File: config.mk
export PLATFORM = sky130hd
export DESIGN_NAME = scanline_irq
export DESIGN_NICKNAME = d
export VERILOG_FILES = /design/src/rtl/scanline_irq_pkg.sv /design/src/rtl/m2_fall_detect.sv /design/src/rtl/a12_line_filter.sv /design/src/rtl/line_down_counter.sv /design/src/rtl/irq_gate.sv /design/src/rtl/scanline_irq.sv
export SDC_FILE = /design/constraint.sdc
export NUM_CORES = 1
export LEC_CHECK = 0
export BUFFER_PORTS_ARGS = -buffer_cell sky130_fd_sc_hd__buf_2
export CELL_PAD_IN_SITES_DETAIL_PLACEMENT = 1
export CELL_PAD_IN_SITES_GLOBAL_PLACEMENT = 2
export CORE_UTILIZATION = 40
export DETAILED_ROUTE_END_ITERATION = 7
export PLACE_DENSITY = 0.87
export SYNTH_ARGS = -nofsm -noshare
export SYNTH_HDL_FRONTEND = slang
export SYNTH_SLANG_ARGS = --single-unit
File: constraint.sdc
create_clock -name clk -period 1.55 [get_ports clk]
set_input_delay 0.31 -clock clk [delete_from_list [all_inputs] [get_ports clk]]
set_output_delay 0.31 -clock clk [all_outputs]
set_load 0.01 [all_outputs]
File: src/rtl/scanline_irq_pkg.sv
package scanline_irq_pkg;
  localparam int unsigned DATA_W    = 8;
  localparam int unsigned LOW_FULL  = 17;
  localparam int unsigned LOW_SHORT = 13;
  localparam int unsigned PRE_MIN   = 4;
  localparam int unsigned NEAR_WIN  = 16;

  typedef enum logic [1:0] {
    SEL_RELOAD  = 2'd0,
    SEL_RESTART = 2'd1,
    SEL_IRQ_OFF = 2'd2,
    SEL_IRQ_ON  = 2'd3
  } reg_sel_e;
endpackage

File: src/rtl/m2_fall_detect.sv
module m2_fall_detect (
  input  logic clk,
  input  logic rst_n,
  input  logic m2,
  output logic fall_ce
);
  logic m2_q;

  always_ff @(posedge clk or negedge rst_n) begin
    if (!rst_n) m2_q <= 1'b0;
    else        m2_q <= m2;
  end

  assign fall_ce = m2_q & ~m2;
endmodule

File: src/rtl/a12_line_filter.sv
module a12_line_filter #(
  parameter int unsigned LOW_FULL  = 17,
  parameter int unsigned LOW_SHORT = 13,
  parameter int unsigned PRE_MIN   = 4,
  parameter int unsigned NEAR_WIN  = 16
) (
  input  logic clk,
  input  logic rst_n,
  input  logic fall_ce,
  input  logic a12,
  input  logic restart_wr,
  output logic evt_q,
  output logic evt_fire,
  output logic near_high
);
  localparam int unsigned LOW_W = $clog2(LOW_FULL + 1);
  localparam logic [LOW_W-1:0] FULL_V  = LOW_W'(LOW_FULL);
  localparam logic [LOW_W-1:0] SHORT_V = LOW_W'(LOW_SHORT);
  localparam logic [LOW_W-1:0] PRE_V   = LOW_W'(PRE_MIN);
  localparam logic [LOW_W-1:0] NEAR_V  = LOW_W'(NEAR_WIN);

  logic [LOW_W-1:0] low_q, low_d, thr;
  logic             short_q, short_d;
  logic             evt_d, hit;

  always_comb begin
    thr = short_q ? SHORT_V : FULL_V;
    hit = a12 && (low_q >= thr);

    low_d = low_q;
    if (fall_ce) begin
      if (a12)                 low_d = '0;
      else if (low_q != FULL_V) low_d = low_q + 1'b1;
    end

    short_d = short_q;
    if (restart_wr)          short_d = (low_q >= PRE_V);
    else if (fall_ce && a12) short_d = 1'b0;

    evt_d = fall_ce ? hit : evt_q;
  end

  always_ff @(posedge clk or negedge rst_n) begin
    if (!rst_n) begin
      low_q   <= '0;
      short_q <= 1'b0;
      evt_q   <= 1'b0;
    end else begin
      low_q   <= low_d;
      short_q <= short_d;
      evt_q   <= evt_d;
    end
  end

  assign evt_fire  = fall_ce & evt_q;
  assign near_high = (low_q < NEAR_V);
endmodule

File: src/rtl/line_down_counter.sv
module line_down_counter #(
  parameter int unsigned DATA_W = 8
) (
  input  logic              clk,
  input  logic              rst_n,
  input  logic              evt_fire,
  input  logic              restart_wr,
  input  logic              near_high,
  input  logic              reload_wr,
  input  logic [DATA_W-1:0] wr_data,
  output logic              zero_hit
);
  localparam int unsigned CNT_W = DATA_W + 1;

  logic [DATA_W-1:0] reload_q, reload_d;
  logic [CNT_W-1:0]  cnt_q, cnt_d, load_val;
  logic              pend_q, pend_d, plain_q, plain_d;

  always_comb begin
    reload_d = reload_wr ? wr_data : reload_q;

    if (pend_q && !plain_q) load_val = CNT_W'(reload_q) + CNT_W'(1);
    else                    load_val = CNT_W'(reload_q);

    cnt_d = cnt_q;
    if (evt_fire) begin
      if (pend_q || (cnt_q == '0)) cnt_d = load_val;
      else                         cnt_d = cnt_q - 1'b1;
    end

    pend_d = pend_q;
    if (restart_wr)    pend_d = 1'b1;
    else if (evt_fire) pend_d = 1'b0;

    plain_d = restart_wr ? near_high : plain_q;
  end

  always_ff @(posedge clk or negedge rst_n) begin
    if (!rst_n) begin
      reload_q <= '1;
      cnt_q    <= '0;
      pend_q   <= 1'b0;
      plain_q  <= 1'b0;
    end else begin
      reload_q <= reload_d;
      cnt_q    <= cnt_d;
      pend_q   <= pend_d;
      plain_q  <= plain_d;
    end
  end

  assign zero_hit = evt_fire && (cnt_d == '0);
endmodule

File: src/rtl/irq_gate.sv
module irq_gate (
  input  logic clk,
  input  logic rst_n,
  input  logic zero_hit,
  input  logic off_wr,
  input  logic on_wr,
  output logic irq_n
);
  logic en_q, en_d, irq_q, irq_d;

  always_comb begin
    en_d = en_q;
    if (off_wr)     en_d = 1'b0;
    else if (on_wr) en_d = 1'b1;

    irq_d = irq_q;
    if (off_wr)                irq_d = 1'b0;
    else if (zero_hit && en_q) irq_d = 1'b1;
  end

  always_ff @(posedge clk or negedge rst_n) begin
    if (!rst_n) begin
      en_q  <= 1'b0;
      irq_q <= 1'b0;
    end else begin
      en_q  <= en_d;
      irq_q <= irq_d;
    end
  end

  assign irq_n = ~irq_q;
endmodule

File: src/rtl/scanline_irq.sv
module scanline_irq
  import scanline_irq_pkg::*;
#(
  parameter int unsigned DW = DATA_W
) (
  input  logic          clk,
  input  logic          rst_n,
  input  logic          m2,
  input  logic [2:0]    ppu_addr_hi,
  input  logic          wr_en,
  input  logic [1:0]    wr_sel,
  input  logic [DW-1:0] wr_data,
  output logic          irq_n
);
  logic rst_s1_q, rst_sync_n;
  logic fall_ce, a12, evt_q, evt_fire, near_high, zero_hit;
  logic restart_wr, reload_wr, off_wr, on_wr;
  logic unused_side_bits;

  always_ff @(posedge clk or negedge rst_n) begin
    if (!rst_n) begin
      rst_s1_q   <= 1'b0;
      rst_sync_n <= 1'b0;
    end else begin
      rst_s1_q   <= 1'b1;
      rst_sync_n <= rst_s1_q;
    end
  end

  assign a12              = ppu_addr_hi[2];
  assign unused_side_bits = ^ppu_addr_hi[1:0];

  assign reload_wr  = wr_en && (reg_sel_e'(wr_sel) == SEL_RELOAD);
  assign restart_wr = wr_en && (reg_sel_e'(wr_sel) == SEL_RESTART) && !wr_data[0];
  assign off_wr     = wr_en && (reg_sel_e'(wr_sel) == SEL_IRQ_OFF);
  assign on_wr      = wr_en && (reg_sel_e'(wr_sel) == SEL_IRQ_ON);

  m2_fall_detect i_fall (
    .clk(clk), .rst_n(rst_sync_n), .m2(m2), .fall_ce(fall_ce)
  );

  a12_line_filter #(
    .LOW_FULL(LOW_FULL), .LOW_SHORT(LOW_SHORT),
    .PRE_MIN(PRE_MIN), .NEAR_WIN(NEAR_WIN)
  ) i_filt (
    .clk(clk), .rst_n(rst_sync_n), .fall_ce(fall_ce), .a12(a12),
    .restart_wr(restart_wr), .evt_q(evt_q), .evt_fire(evt_fire),
    .near_high(near_high)
  );

  line_down_counter #(.DATA_W(DW)) i_cnt (
    .clk(clk), .rst_n(rst_sync_n), .evt_fire(evt_fire),
    .restart_wr(restart_wr), .near_high(near_high),
    .reload_wr(reload_wr), .wr_data(wr_data), .zero_hit(zero_hit)
  );

  irq_gate i_irq (
    .clk(clk), .rst_n(rst_sync_n), .zero_hit(zero_hit),
    .off_wr(off_wr), .on_wr(on_wr), .irq_n(irq_n)
  );
endmodule

==> impl_metrics.csv <==
group,metric,value,unit
timing,clock_skew,0.00647,ns
global_route,antenna_found_initial,0,
worst_setup_path,path_max_fanout,3,
floorplanning,die_w,68.8,µm
power_and_ir_drop,ir_drop,0.000840,V
floorplanning,die-height,68.8,µm
global_route,grt_pass1_vias,1878,
route,remaining_drc_errors,0,
worst_setup_path,r2r-start,"i_cnt.cnt_q[1]",
worst_setup_path,critPathMostFrequentCell,"or3_4",
route,wl,5.75,mm
worst_setup_path,r2r_setup_slack,-0.86,ns
timing,hold_viol_final,0,
worst_setup_path,cp-start-kind,"flip-flop",
worst_setup_path,path_cells,"or3_4, or3_4, o311a_1, a211oi_2, or4b_1, o31ai_2",
finish,fin_nets,277,
worst_setup_path,cp.required,1.74,ns
floorplanning,start_util,0.431,
synthesis,syn_area_per_cell,10.2,µm²
floorplanning,core-area,4140,µm²
finish,final-instance-count-excl-fill,303,
synthesis,syn_area,1790,µm²
worst_setup_path,cp.depth,6,
synthesis,synth_warnings,0,
clock_network,cts_tree,"yes",
synthesis,synth-seq-cells,31,
route,dr.pass1.iters,4,
synthesis,synthFlopType,"dfrtp_1",
timing,post-route-min-period,2.41,ns
synthesis,synth-seq-area-share,0.440,
place,dp_cells,289,
global_route,overflow,0,
power_and_ir_drop,p_leak,1.14,nW
timing,setup_tns,-3.43,ns
finish,mostFrequentLayoutCell,"buf_4",
worst_hold_path,hold_class,"flip-flop to asynchronous set/reset pin",
timing,setup_ws,-0.862,ns
floorplanning,dieArea,4730,µm²
clock_network,cts_made_buffers,5,
finish,antennaDiodeCount,0,
clock_network,clk_pin_slew,0.07,ns
power_and_ir_drop,p_per_area,1650,nW/µm²
clock_network,h-tree-depth,2,
worst_setup_path,r2r_cells,6,
worst_setup_path,cpPeakStageDelay,0.47,ns
global_route,grt_max_degree,30,
worst_setup_path,cp_slowest_cell,"or4b_1",
timing,max_freq,415,MHz
route,viasPerCell,5.52,
global_route,grtUsageTotal,0.287,
finish,final_cell_mix,"buf_4 (56), dfrtp_1 (23), buf_2 (15), nand2_1 (11), mux2_2 (9)",
timing,finalSetupViolCount,9,
worst_setup_path,path_class,"flip-flop to flip-flop",
clock_network,clock-sinks,31,
global_route,grt_pass1_wl,9.32,mm
floorplanning,io-pin-count,18,
route,num_vias,1672,
floorplanning,num_rows,23,
finish,fillers,474,
run_status,violations,"negative setup slack",
worst_setup_path,crit_arrival,2.60,ns
timing,rsz0062_at_grt,"yes",
synthesis,yosysUniqueCellTypes,50,
worst_setup_path,r2r_end,"i_irq.irq_q",
worst_setup_path,critical-path-top-delay-family,"simple AND/OR/NAND/NOR gates",
synthesis,synth_area_leaders,"dfrtp_1 (32%), dfstp_2 (12%), mux2_2 (6.3%), ha_1 (5.6%), o21ai_0 (3.6%)",
synthesis,synthCells,175,
route,ant_nets,0,
timing,period_share,1.56,
route,drt_iter0_drc,26,
place,post-dp-hpwl,4.09,mm
place,port_buffers,15,
run,drv_cap,0,
place,gp_congestion,0.882,
worst_setup_path,cp.buffers_inverters,0,
synthesis,syn_nets,200,
finish,drive_above_1_share,0.482,
synthesis,synth_edf_count,0,
route,wl_per_cell,19.0,µm
clock_network,insertion_delay,0.29,ns
finish,area_delta_synth_final,43.8,%
clock_network,cts.path.max_buffers,2,
synthesis,yosysTopAreaCellShare,0.322,
synthesis,synth_top_cell_by_area,"dfrtp_1",
run_status,status,"finished, violations left",
clock_network,root_buffer,"clkbuf_8",
timing,drv_slew,0,
worst_setup_path,end_kind,"flip-flop",
synthesis,async_reset_ff_frac,1.00,
-- through the flow --
| stage | hold slack [ns] | util | setup slack [ns] | power (mW) | cell area, µm² |
|---|---|---|---|---|---|
| after CTS | 0.251 | 0.610 | -0.826 | 4.14 | 2530 |
| after floorplan | 0.0144 | - | -0.697 | 2.12 | 1800 |
| after global placement | 0.0959 | 0.558 | -0.737 | 2.92 | 2310 |
| after detailed placement | 0.0996 | 0.558 | -0.872 | 3.07 | 2310 |
| after global routing | 0.254 | 0.620 | -0.926 | 4.48 | 2570 |
| final | 0.253 | 0.620 | -0.862 | 4.24 | 2570 |
-- cell usage after synthesis (3+ instances only) --
library cell and count:
a21oi_1 11, clkbuf_1 3, dfrtp_1 23, dfstp_2 8
ha_1 8, inv_1 10, mux2_2 10, nand2_1 13
nand3_1 4, nand3b_1 3, nand4_1 4, nor2_1 7
nor3_1 6, nor4_1 3, o21a_1 3, o21ai_0 13
xnor2_1 3, xor2_1 4
-- state kept, by name, indices dropped and copies added, names as in the netlist --
signal	flops
i_filt.evt_q	1
i_cnt.reload_q	8
i_cnt.plain_q	1
i_filt.low_q	5
i_irq.en_q	1
i_filt.short_q	1
i_cnt.pend_q	1
rst_s1_q	1
i_cnt.cnt_q	9
i_irq.irq_q	1
rst_sync_n	1
i_fall.m2_q	1
-- area by class of cell --
cell class / instances / area, µm² / share of cell area
timing repair buffer: 73 / 517 / 0.201
sequential: 31 / 786 / 0.306
tap: 50 / 62.6 / 0.0244
multi-input combinational: 131 / 1050 / 0.410
clock buffer: 5 / 68.8 / 0.0268
inverter: 10 / 37.5 / 0.0146
clock inverter: 3 / 43.8 / 0.0171
-- cell families after synthesis --
kind of cell,Yosys count,synth area share
and+or+nand+nor,60,0.207
AOI/OAI and AO/OA,43,0.159
DFF,31,0.440
buffers and inverters,13,0.0273
muxes,12,0.0743
adders and majority gates,8,0.0561
xor gates and xnor gates,7,0.0343
other,1,0.00210
-- worst max path at each step --
| stage | start | end | slack (ns) |
|---|---|---|---|
| after floorplan | i_cnt.cnt_q[1] | i_irq.irq_q | -0.70 |
| after global placement | i_cnt.cnt_q[1] | i_irq.irq_q | -0.74 |
| after detailed placement | i_cnt.cnt_q[0] | i_irq.irq_q | -0.87 |
| after CTS | i_cnt.cnt_q[1] | i_irq.irq_q | -0.83 |
| after global routing | i_cnt.cnt_q[1] | i_irq.irq_q | -0.93 |
| final | i_cnt.cnt_q[1] | i_irq.irq_q | -0.86 |
-- worst reg2reg max path: cells and delay by family, from the launching register on --
| family | cells | cell delay (ns) |
|---|---|---|
| flip-flops | 1 | 0.40 |
| AND/OR/NAND/NOR | 3 | 1.21 |
| AO/OA/AOI/OAI | 3 | 0.71 |
-- layer usage --
| layer | part of all wire | track usage | routed length (µm) | vias up |
|---|---|---|---|---|
| met2 | 0.54 | 0.531 | 3110 | 30 |
| met1 | 0.41 | 0.317 | 2350 | 825 |
| met5 | 0 | 0 | 0 | - |
| li1 | - | - | - | 802 |
| met3 | 0.027 | 0.0576 | 155 | 15 |
| met4 | 0.022 | 0.120 | 129 | 0 |
-- report_power, final --
group | internal, mW | switching [mW]
registers | 1.04 | 0.192
clock network | 0.478 | 0.322
logic | 1.14 | 1.07
-- repair_timing --
item                       CTS  global route
pin swaps                    3             2
gates resized for setup     19             8
hold endpoints to repair     2             0
hold buffers                 1             0
setup buffers                5             1
setup endpoints to repair   11            12
Note: power is estimated with default switching activity, not from simulation.
